--- src/rtl/ps2tx_pkg.sv ---
package ps2tx_pkg;

  localparam int FRAME_BITS = 11;

  localparam logic [7:0] STAT_SENT    = 8'h00;
  localparam logic [7:0] STAT_INHIBIT = 8'h88;
  localparam logic [7:0] STAT_BUSBUSY = 8'h90;

  typedef enum logic [3:0] {
    TX_IDLE,
    TX_CHK_A,
    TX_WAIT,
    TX_CHK_B,
    TX_SETUP,
    TX_LOW,
    TX_HIGH,
    TX_GAP,
    TX_GUARD
  } tx_state_e;

  // Low bit of (1 + number of ones): odd parity over data plus parity bit.
  function automatic logic odd_par(input logic [7:0] d);
    return ~(^d);
  endfunction

  // Bit 0 leaves first: start, data LSB first, parity, stop.
  function automatic logic [FRAME_BITS-1:0] build_frame(input logic [7:0] d);
    return {1'b1, odd_par(d), d, 1'b0};
  endfunction

  function automatic int max_of(input int a, input int b);
    return (a > b) ? a : b;
  endfunction

endpackage

--- src/rtl/ps2tx_sync.sv ---
module ps2tx_sync #(
  parameter int WIDTH  = 2,
  parameter int STAGES = 2
) (
  input  logic             clk,
  input  logic             rst_n,
  input  logic [WIDTH-1:0] raw,
  output logic [WIDTH-1:0] synced
);

  // Both lines idle high, so the chains reset to 1.
  for (genvar g = 0; g < WIDTH; g++) begin : g_line
    logic [STAGES-1:0] chain_q;
    always_ff @(posedge clk or negedge rst_n) begin
      if (!rst_n) chain_q <= '1;
      else        chain_q <= {chain_q[STAGES-2:0], raw[g]};
    end
    assign synced[g] = chain_q[STAGES-1];
  end

endmodule

--- src/rtl/ps2tx_timer.sv ---
module ps2tx_timer #(
  parameter int CYC_PER_US = 8,
  parameter int US_W       = 6
) (
  input  logic            clk,
  input  logic            rst_n,
  input  logic            load,
  input  logic [US_W-1:0] load_us,
  output logic            expired
);

  localparam int PRE_W = (CYC_PER_US > 1) ? $clog2(CYC_PER_US) : 1;
  localparam logic [PRE_W-1:0] PRE_TOP = PRE_W'(CYC_PER_US - 1);

  logic [PRE_W-1:0] pre_q;
  logic [US_W-1:0]  us_q;
  logic             us_tick;

  // The prescaler restarts on every load, so a delay is a whole number of microseconds.
  assign us_tick = (pre_q == '0);
  assign expired = (us_q == '0);

  always_ff @(posedge clk or negedge rst_n) begin
    if (!rst_n) begin
      pre_q <= '0;
      us_q  <= '0;
    end else if (load) begin
      pre_q <= PRE_TOP;
      us_q  <= load_us;
    end else if (!expired) begin
      if (us_tick) begin
        pre_q <= PRE_TOP;
        us_q  <= us_q - 1'b1;
      end else begin
        pre_q <= pre_q - 1'b1;
      end
    end
  end

  AST_TIMER_HOLDS_ZERO: assert property (@(posedge clk) disable iff (!rst_n)
    (expired && !load) |=> expired);

endmodule

--- src/rtl/ps2_dev_tx.sv ---
module ps2_dev_tx
  import ps2tx_pkg::*;
#(
  parameter int CLK_HZ       = 8_000_000,
  parameter int IDLE_GAP_US  = 20,
  parameter int SETUP_US     = 10,
  parameter int LOW_US       = 38,
  parameter int HIGH_US      = 22,
  parameter int START_GAP_US = 2,
  parameter int GUARD_US     = 38,
  parameter int SYNC_STAGES  = 2
) (
  input  logic       clk,
  input  logic       rst_n,
  input  logic       start,
  input  logic [7:0] tx_byte,
  input  logic       ps2_clk_i,
  input  logic       ps2_dat_i,
  output logic       ps2_clk_oe,
  output logic       ps2_dat_oe,
  output logic       busy,
  output logic       done,
  output logic [7:0] status,
  output logic       host_req
);

  localparam int CYC_PER_US = (CLK_HZ / 1_000_000 < 1) ? 1 : CLK_HZ / 1_000_000;
  localparam int MAX_US = max_of(max_of(max_of(IDLE_GAP_US, SETUP_US), max_of(LOW_US, HIGH_US)),
                                 max_of(START_GAP_US, GUARD_US));
  localparam int US_W  = $clog2(MAX_US + 1);
  localparam int IDX_W = $clog2(FRAME_BITS);
  localparam logic [IDX_W-1:0] LAST_IDX = IDX_W'(FRAME_BITS - 1);

  // Synchronized bus levels
  logic [1:0] line_s;
  logic       clk_s, dat_s;

  ps2tx_sync #(.WIDTH(2), .STAGES(SYNC_STAGES)) u_sync (
    .clk    (clk),
    .rst_n  (rst_n),
    .raw    ({ps2_dat_i, ps2_clk_i}),
    .synced (line_s)
  );
  assign clk_s = line_s[0];
  assign dat_s = line_s[1];

  // Delay timer
  logic            tmr_load;
  logic [US_W-1:0] tmr_us;
  logic            tmr_exp;

  ps2tx_timer #(.CYC_PER_US(CYC_PER_US), .US_W(US_W)) u_timer (
    .clk     (clk),
    .rst_n   (rst_n),
    .load    (tmr_load),
    .load_us (tmr_us),
    .expired (tmr_exp)
  );

  // State
  tx_state_e             state_q, state_d;
  logic [FRAME_BITS-1:0] frame_q;
  logic [IDX_W-1:0]      idx_q;
  logic                  dat_oe_q;
  logic [7:0]            status_q;
  logic                  host_req_q;
  logic                  done_q;

  // Named internal events
  logic accept_w;      // start taken, byte latched
  logic bus_busy_w;    // exit with 0x90
  logic first_bit_w;   // bus free, start-bit drive begins
  logic next_bit_w;    // move to the next frame bit
  logic bit_sample_w;  // end-of-cell clock sample
  logic inhibit_w;     // exit with 0x88
  logic frame_ok_w;    // exit with 0x00
  logic finish_w;      // guard time over

  always_comb begin
    state_d      = state_q;
    tmr_load     = 1'b0;
    tmr_us       = '0;
    accept_w     = 1'b0;
    bus_busy_w   = 1'b0;
    first_bit_w  = 1'b0;
    next_bit_w   = 1'b0;
    bit_sample_w = 1'b0;
    inhibit_w    = 1'b0;
    frame_ok_w   = 1'b0;
    finish_w     = 1'b0;
    unique case (state_q)
      TX_IDLE: if (start) begin
        accept_w = 1'b1;
        state_d  = TX_CHK_A;
      end
      TX_CHK_A: begin
        tmr_load = 1'b1;
        if (!clk_s) begin
          bus_busy_w = 1'b1;
          tmr_us     = US_W'(GUARD_US);
          state_d    = TX_GUARD;
        end else begin
          tmr_us  = US_W'(IDLE_GAP_US);
          state_d = TX_WAIT;
        end
      end
      TX_WAIT: if (tmr_exp) state_d = TX_CHK_B;
      TX_CHK_B: begin
        tmr_load = 1'b1;
        if (!clk_s || !dat_s) begin
          bus_busy_w = 1'b1;
          tmr_us     = US_W'(GUARD_US);
          state_d    = TX_GUARD;
        end else begin
          first_bit_w = 1'b1;
          tmr_us      = US_W'(SETUP_US);
          state_d     = TX_SETUP;
        end
      end
      TX_SETUP: if (tmr_exp) begin
        tmr_load = 1'b1;
        tmr_us   = US_W'(LOW_US);
        state_d  = TX_LOW;
      end
      TX_LOW: if (tmr_exp) begin
        tmr_load = 1'b1;
        tmr_us   = US_W'(HIGH_US);
        state_d  = TX_HIGH;
      end
      TX_HIGH: if (tmr_exp) begin
        tmr_load = 1'b1;
        if (idx_q == LAST_IDX) begin
          frame_ok_w = 1'b1;
          tmr_us     = US_W'(GUARD_US);
          state_d    = TX_GUARD;
        end else begin
          bit_sample_w = 1'b1;
          if (!clk_s) begin
            inhibit_w = 1'b1;
            tmr_us    = US_W'(GUARD_US);
            state_d   = TX_GUARD;
          end else if (idx_q == '0) begin
            tmr_us  = US_W'(START_GAP_US);
            state_d = TX_GAP;
          end else begin
            next_bit_w = 1'b1;
            tmr_us     = US_W'(SETUP_US);
            state_d    = TX_SETUP;
          end
        end
      end
      TX_GAP: if (tmr_exp) begin
        next_bit_w = 1'b1;
        tmr_load   = 1'b1;
        tmr_us     = US_W'(SETUP_US);
        state_d    = TX_SETUP;
      end
      TX_GUARD: if (tmr_exp) begin
        finish_w = 1'b1;
        state_d  = TX_IDLE;
      end
      default: state_d = TX_IDLE;
    endcase
  end

  always_ff @(posedge clk or negedge rst_n) begin
    if (!rst_n) begin
      state_q    <= TX_IDLE;
      frame_q    <= '0;
      idx_q      <= '0;
      dat_oe_q   <= 1'b0;
      status_q   <= STAT_SENT;
      host_req_q <= 1'b0;
      done_q     <= 1'b0;
    end else begin
      state_q <= state_d;
      done_q  <= finish_w;
      if (accept_w) begin
        frame_q    <= build_frame(tx_byte);
        idx_q      <= '0;
        host_req_q <= 1'b0;
      end
      if (first_bit_w) dat_oe_q <= ~frame_q[0];
      if (next_bit_w) begin
        idx_q    <= idx_q + 1'b1;
        dat_oe_q <= ~frame_q[idx_q + 1'b1];
      end
      if (bus_busy_w) status_q <= STAT_BUSBUSY;
      if (frame_ok_w) begin
        status_q <= STAT_SENT;
        dat_oe_q <= 1'b0;
      end
      if (inhibit_w) begin
        status_q   <= STAT_INHIBIT;
        host_req_q <= 1'b1;
        dat_oe_q   <= 1'b0;
      end
    end
  end

  assign ps2_clk_oe = (state_q == TX_LOW);
  assign ps2_dat_oe = dat_oe_q;
  assign busy       = (state_q != TX_IDLE);
  assign done       = done_q;
  assign status     = status_q;
  assign host_req   = host_req_q;

  AST_QUIET_WHEN_IDLE: assert property (@(posedge clk) disable iff (!rst_n)
    !busy |-> (!ps2_clk_oe && !ps2_dat_oe));
  AST_DONE_ONE_CYCLE: assert property (@(posedge clk) disable iff (!rst_n)
    done |=> !done);
  AST_DAT_HELD_CLK_LOW: assert property (@(posedge clk) disable iff (!rst_n)
    (ps2_clk_oe && $past(ps2_clk_oe)) |-> $stable(ps2_dat_oe));
  AST_BUSBUSY_NO_DRIVE: assert property (@(posedge clk) disable iff (!rst_n)
    bus_busy_w |-> (!ps2_clk_oe && !ps2_dat_oe));
  AST_STOP_BIT_RELEASED: assert property (@(posedge clk) disable iff (!rst_n)
    frame_ok_w |-> !ps2_dat_oe);
  AST_INHIBIT_FLAG_CODE: assert property (@(posedge clk) disable iff (!rst_n)
    (done && host_req) |-> (status == STAT_INHIBIT));
  AST_BYTE_HELD_BUSY: assert property (@(posedge clk) disable iff (!rst_n)
    (busy && $past(busy)) |-> $stable(frame_q));
  AST_SAMPLE_IN_HIGH: assert property (@(posedge clk) disable iff (!rst_n)
    bit_sample_w |-> !ps2_clk_oe);

endmodule

--- config.mk ---
export PLATFORM = sky130hd
export DESIGN_NAME = ps2_dev_tx
export DESIGN_NICKNAME = d
export VERILOG_FILES = /design/src/rtl/ps2tx_pkg.sv /design/src/rtl/ps2tx_sync.sv /design/src/rtl/ps2tx_timer.sv /design/src/rtl/ps2_dev_tx.sv
export SDC_FILE = /design/constraint.sdc
export NUM_CORES = 1
export LEC_CHECK = 0
export CORE_MARGIN = 1
export CORE_UTILIZATION = 55
export CTS_BUF_LIST = sky130_fd_sc_hd__clkbuf_4
export DETAILED_ROUTE_END_ITERATION = 7
export PLACE_DENSITY = 0.79
export SLEW_MARGIN = 15
export SYNTH_ARGS = -nofsm -noshare
export SYNTH_HDL_FRONTEND = slang
export SYNTH_SLANG_ARGS = --single-unit
--- constraint.sdc ---
create_clock -name clk -period 4.7 [get_ports clk]
set_input_delay 0.94 -clock clk [delete_from_list [all_inputs] [get_ports clk]]
set_output_delay 0.94 -clock clk [all_outputs]
set_load 0.005 [all_outputs]
**Word-level counts from Yosys, hierarchy flattened**

Cells that the tools add are included.

- Bits in registers: 42
- Input port bits: 13

- $add $sub $neg: 3
- Order comparisons: 1
- Eq/ne operators: 17
- Multiplexer cells: 63
- Bitwise logic cells: 2
- Reduce and logical (&&, ||, !) cells: 18

Operator list:

| kind | count |
|---|---|
| $mux 4 | 15 |
| $mux 6 | 9 |
| $pmux 4 s9 | 1 |
| $pmux 6 s6 | 1 |
| $mux 1 | 25 |
| $mux 8 | 3 |
| $eq 4x3->1 const B | 4 |
| $ne 2x2->1 const B | 7 |
| $mux 3 | 3 |
| $eq 4x2->1 const B | 2 |
| $eq 4x4->1 const B | 2 |
| $logic_not 4->1 | 2 |
| $reduce_bool 4->1 | 2 |
| $reduce_xor 8->1 | 1 |
| $reduce_and 7->1 | 1 |
| $logic_not 6->1 | 1 |
| $pmux 1 s2 | 3 |
| $reduce_bool 2->1 | 3 |
| $sub 6x1->6 const B | 1 |
| $lt 4x5->1 const B | 1 |
| $mux 5 | 1 |
| $add 4x1->4 const B | 1 |
| $bmux 1 s4 | 1 |
| $eq 4x1->1 const B | 1 |
| other kinds (11) | 13 |

**Longest topological paths before layout**

- Depth after elaboration: 9
- Depth in mapped cells: 8

**Hierarchy**

A second synthesis with hierarchy kept.

- Cells, all modules: 214
- Area, all modules: 2,147.1 um^2

Modules (own cells, without submodules):

| module | instances | cells each | area each (um^2) |
|---|---|---|---|
| ps2_dev_tx | 1 | 145 | 1,448.9 |
| ps2tx_timer | 1 | 63 | 578.1 |
| ps2tx_sync | 1 | 6 | 120.1 |

**Worst setup path before layout**

No wires, ideal clock.

- Path type: register to register
- Start: reg u_timer.us_q[0]
- End: reg dat_oe_q (netlist: ps2_dat_oe)
- Library setup time: 0.122 ns
- Arrival: 2.065 ns
- Required time: 4.578 ns
- Slack: 2.514 ns
- Stages on the path, launching flop included: 8
- Buffers on the path: 0
- Cells stage by stage: dfrtp_1 -> inv_1 -> ha_1 -> and2b_1 -> nand2_4 -> or4_1 -> or4_1 -> o2111a_1

- Longest elaborated chain between the ends: 6
- Elaborated cells between the ends (all ways): 12
- Classes of those cells: mux: 10; reduce/logical: 2

RTL lines:

| item | line | source |
|---|---|---|
| from (decl) | ps2tx_timer.sv:16 | `logic [US_W-1:0] us_q;` |
| from (signal assigned) | ps2tx_timer.sv:29 | `us_q <= load_us;` |
| from (signal assigned) | ps2tx_timer.sv:33 | `us_q <= us_q - 1'b1;` |
| $logic_not 6->1 * | ps2tx_timer.sv:21 | `assign expired = (us_q == '0);` |
| $mux 1, on equally long branches | ps2_dev_tx.sv:152, ps2_dev_tx.sv:130 |  |
| $pmux 1 s2 | ps2_dev_tx.sv:91 | `unique case (state_q)` |
| $mux 1 | ps2_dev_tx.sv:184 | `if (next_bit_w) begin` |
| $mux 1 | ps2_dev_tx.sv:189 | `if (frame_ok_w) begin` |
| $mux 1 | ps2_dev_tx.sv:193 | `if (inhibit_w) begin` |
| to (signal assigned) | ps2_dev_tx.sv:183 | `if (first_bit_w) dat_oe_q <= ~frame_q[0];` |
| to (signal assigned) | ps2_dev_tx.sv:186 | `dat_oe_q <= ~frame_q[idx_q + 1'b1];` |
| to (decl) | ps2_dev_tx.sv:64 | `logic dat_oe_q;` |

Every way passes the cells marked *; elsewhere a longest branch is shown, timed or not.
A chain may end at the register's enable or synchronous reset.

**Worst setup path after layout**

- Start: reg state_q[3]
- End: out ps2_clk_oe

- Longest elaborated chain between the ends: 1

RTL lines:

| item | line | source |
|---|---|---|
| from (decl) | ps2_dev_tx.sv:61 | `tx_state_e state_q, state_d;` |
| from (signal assigned) | ps2_dev_tx.sv:176 | `state_q <= state_d;` |
| $eq 4x3->1 | ps2_dev_tx.sv:201 | `assign ps2_clk_oe = (state_q == TX_LOW);` |
| to (decl) | ps2_dev_tx.sv:19 | `output logic ps2_clk_oe,` |

Every way passes these cells.

==> impl.org <==
** Outcome
- The run finished with clean final reports.

** Global routing
- First-pass GRT wire length :: 6.69 mm
- Summed over all layers, the global routing overflow is 0.
- Maximum number of pins on one net before global-route repair :: 38
- Antenna violations before repair :: 0
- Global routing used 21.6% of the available tracks.
- Vias in the first global route :: 1452

** Pwr
- In this run the power spent charging and discharging nets is 0.000428 W.
- Of the total power, the share spent switching nets is 38.2%.
- The internal power of the cells totals 0.000690 W.
- In this run the power density over the cells is 472 mW/mm^2.
- Max rail drop VDD :: 0.000381 V
- Combinational logic burns 40.7% of the power.
- The clock network accounts for 13.9% of the total power.
- For this design the static power due to leakage is 1.08 nW.
- Of the total power, registers draw 45.4%.

** Layout
- Post-Route Utilization :: 64.2%
- Antenna cell count :: 0
- Post-synthesis to final-layout area growth :: 11.8%
- The final layout contains 255 nets.
- Finished Layout Cells :: 284
- Cells with a size suffix above 1 make up 10.2% of the layout.

** Drt
- The first detailed-routing pass took 4 iterations.
- In the final routed layout, each cell accounts on average for 13.6 um.
- Once detail routing completed, the nets flagged for antenna violations numbered 0.
- DRC Markers :: 0
- Detailed routing inserted a total of 1598 vias.
- The final layout contains routed wiring with a total length of 3.87 mm.
- Per-cell via count in the routed design :: 5.63
- Initial DRC Count :: 86

** Logic synthesis
- After synthesis, the share of flip-flops with an asynchronous set or reset is 100%.
- Among all flip-flop cells after synthesis, the most frequent one is sky130_fd_sc_hd__dfrtp_1.
- Average instance area after synthesis :: 9.72 um^2
- Gate Count Post-Synth :: 218
- Area leader, netlist :: sky130_fd_sc_hd__dfrtp_1
- Fraction of synthesized cell area taken by the top area cell type :: 39.0%
- Post-synthesis sequential element count :: 37
- Summing the sequential cell areas from Yosys gives 43.9% of the chip area.
- Netlist area before placement :: 0.00212 mm^2
- Cells taking the most area after synthesis :: sky130_fd_sc_hd__dfrtp_1, sky130_fd_sc_hd__dfstp_2, sky130_fd_sc_hd__mux2_2
- Cell variety after synth :: 47
- The Yosys step of the flow raised 0 warnings.
- The synthesized design contains 0 enable-type register cells.

** Clock network
- Counting the buffers created by CTS gives 5.
- CTS HTree Levels :: 2
- CTS Hold Buffers Added :: 0
- The tree is rooted in a sky130_fd_sc_hd__clkbuf_4.
- TritonCTS built the clock tree.
- Post-CTS repair changed the size of 0 cells.
- Clock-pin slew was measured on the worst setup and hold paths at 0.10 ns.
- The clock passes through at most 2 buffers.
- TritonCTS sink count :: 37
- For the worst-skew pair, the clock arrives at the later sink with an insertion delay of 0.34 ns.
- Once the clock tree was built, the setup fixing pass inserted 0 buffers.

** Timing
- Highest achievable clock rate :: 0.365 GHz
- The number of pins with negative max-slew slack in the final report came to 0.
- Worst-Margin Slew :: 0.813 ns
- Setup violations remaining at the end of the flow were counted as 0.
- Worst rel slew slack :: 45.8%
- Setup repair after global routing left no endpoint under its margin.
- The number of hold violations in the final report was 0.
- Final TNS setup :: 0 ns
- For the final database, setup skew stands at 0.0142 ns.
- Subtracting the final worst setup slack from the clock period gives 2.74 ns.
- Dividing the final minimum period by the clock period gives 58.2%.

** Placed design
- Quantity of I/O buffers inserted on ports :: 20
- Placer Congestion :: 0.799
- Detailed-placement wirelength estimate :: 2.86 mm
- Placed insts :: 276

** Floorplanning
- In this run the vertical extent of the chip is 64.1 um.
- For this configuration, the core starts out at a cell density of 57.4%.
- In this run the horizontal extent of the chip is 64.1 um.
- The total area inside the core boundary comes to 0.00369 mm^2.
- During I/O placement, the number of pins put on the boundary was 26.
- The initialized floorplan defines 22 standard-cell rows.
- The die covers 0.00410 mm^2.

** Flow run
- Reported max-cap violation count :: 0

** Setup path
- Start-to-end type of the worst setup path :: flop to output port
- Cell with the largest stage delay on the worst path :: sky130_fd_sc_hd__dfrtp_1
- Data arrives at the worst endpoint at 1.80 ns.
- STA classifies the critical path endpoint as an output port.
- CP max stage delay :: 0.54 ns
- Worst EP required :: 3.76 ns
- Maximum fanout count along the critical path :: 14
- Element type at the critical path start :: flop
- The signal on the critical path passes through nand2b_1 -> nor2_1 -> clkdlybuf4s50_1.

** Worst hold path
- Path class of the lowest-slack min-delay path :: flop to flop
==> metrics by stage <==
step / hold slack [ns] / instance area, um^2 / worst slack, ns / power [W]
final: 0.351 / 2370 / 1.96 / 0.00112
after global routing: 0.374 / 2370 / 1.88 / 0.00121
after CTS: 0.364 / 2370 / 1.96 / 0.00113
after detailed placement: 0.347 / 2320 / 2.11 / 0.000970
after global placement: 0.345 / 2320 / 2.15 / 0.000957
after floorplan: 0.345 / 2130 / 2.51 / 0.000848
==> cell type report <==
class | instances | area (um^2)
Clock buffer | 5 | 37.5
Clock inverter | 3 | 12.5
Fill cell | 314 | 1320
Inverter | 14 | 52.6
Multi-Input combinational cell | 157 | 1080
Sequential cell | 37 | 931
Tap cell | 48 | 60.1
Timing Repair Buffer | 20 | 195
==> routing by layer <==
| metal | up-vias | wire, um | GRT usage, % |
|---|---|---|---|
| met5 | - | 0 | 0 |
| met4 | 0 | 51 | 6.82 |
| met3 | 6 | 94 | 4.82 |
| met2 | 19 | 2010 | 37.5 |
| met1 | 779 | 1720 | 26.5 |
| li1 | 794 | - | - |
==> worst paths after layout <==
| kind | slack, ns | from | to | depth (start not counted) |
|---|---|---|---|---|
| max | 1.96 | state_q[3] | ps2_clk_oe | 3 |
| min | 0.35 | u_sync.g_line[1].chain_q[0] | u_sync.g_line[1].chain_q[1] | 0 |
| max reg2reg | 2.10 | idx_q[0] | ps2_dat_oe | 7 |
| min reg2reg | 0.35 | u_sync.g_line[1].chain_q[0] | u_sync.g_line[1].chain_q[1] | 0 |
| max in group asynchronous | 3.50 | rst_n | idx_q[3] | 1 |
| min in group asynchronous | 0.68 | rst_n | u_timer.us_q[0] | 1 |
==> worst max-delay path: cells and delay by family (launching register included) <==
family | cells | cell delay, ns
DFF | 1 | 0.54
buffers and inverters | 1 | 0.50
and+or+nand+nor | 2 | 0.42
==> cell families after synthesis <==
group / Yosys count / synth area share (%)
buf+inv: 28 / 5.85
fa+ha+maj: 7 / 4.13
flops: 37 / 43.9
xor+xnor: 11 / 4.55
other cells: 1 / 0.177
mux: 15 / 8.21
compound gates: 47 / 14.8
simple gates: 72 / 18.4
==> Yosys cell counts, drive strengths merged, types with 4 or more instances <==
library cell,number
xnor2,8
dfrtp,33
nand2,17
o21ai,13
clkbuf,8
nand2b,5
ha,7
buf,6
nand3,12
mux2i,5
a21oi,9
mux2,9
inv,14
nor2,13
dfstp,4
a21o,5
nor3,8
==> sequential cells by signal (all words and copies together) (netlist names) <==
register and count:
done 1, frame_q 10, host_req 1, idx_q 4, ps2_dat_oe 1, state_q 4
status 3, u_sync.g_line.chain_q 4, u_timer.pre_q 3, u_timer.us_q 6
==> layout by cell type (no fill, tap or decap), types with 2 or more instances in the layout <==
| master | instances |
|---|---|
| sky130_fd_sc_hd__a211o_1 | 2 |
| sky130_fd_sc_hd__a211oi_1 | 2 |
| sky130_fd_sc_hd__a21o_1 | 5 |
| sky130_fd_sc_hd__a21oi_1 | 9 |
| sky130_fd_sc_hd__a31oi_1 | 3 |
| sky130_fd_sc_hd__and2_1 | 3 |
| sky130_fd_sc_hd__and3b_1 | 2 |
| sky130_fd_sc_hd__clkbuf_4 | 5 |
| sky130_fd_sc_hd__clkdlybuf4s50_1 | 19 |
| sky130_fd_sc_hd__clkinv_1 | 2 |
| sky130_fd_sc_hd__conb_1 | 5 |
| sky130_fd_sc_hd__dfrtp_1 | 33 |
| sky130_fd_sc_hd__dfstp_2 | 4 |
| sky130_fd_sc_hd__ha_1 | 7 |
| sky130_fd_sc_hd__inv_1 | 14 |
| sky130_fd_sc_hd__mux2_2 | 9 |
| sky130_fd_sc_hd__mux2i_1 | 5 |
| sky130_fd_sc_hd__nand2_1 | 16 |
| sky130_fd_sc_hd__nand2b_1 | 5 |
| sky130_fd_sc_hd__nand3_1 | 12 |
| sky130_fd_sc_hd__nand4_1 | 2 |
| sky130_fd_sc_hd__nor2_1 | 13 |
| sky130_fd_sc_hd__nor2b_1 | 2 |
| sky130_fd_sc_hd__nor3_1 | 7 |
| sky130_fd_sc_hd__o211ai_1 | 2 |
| sky130_fd_sc_hd__o21ai_0 | 13 |
| sky130_fd_sc_hd__o31ai_1 | 2 |
| sky130_fd_sc_hd__or4_1 | 3 |
| sky130_fd_sc_hd__xnor2_1 | 8 |
| sky130_fd_sc_hd__xor2_1 | 3 |
==> power groups by stage <==
stage | sequential, W | combinational [W] | clock, W
floorplan | 0.000465 | 0.000383 | 0
global placement | 0.000510 | 0.000447 | 0
detailed placement | 0.000515 | 0.000455 | 0
CTS | 0.000509 | 0.000457 | 0.000160
global route | 0.000523 | 0.000512 | 0.000176
finish | 0.000507 | 0.000455 | 0.000156
No activity file was read; power rests on OpenSTA's default activity.
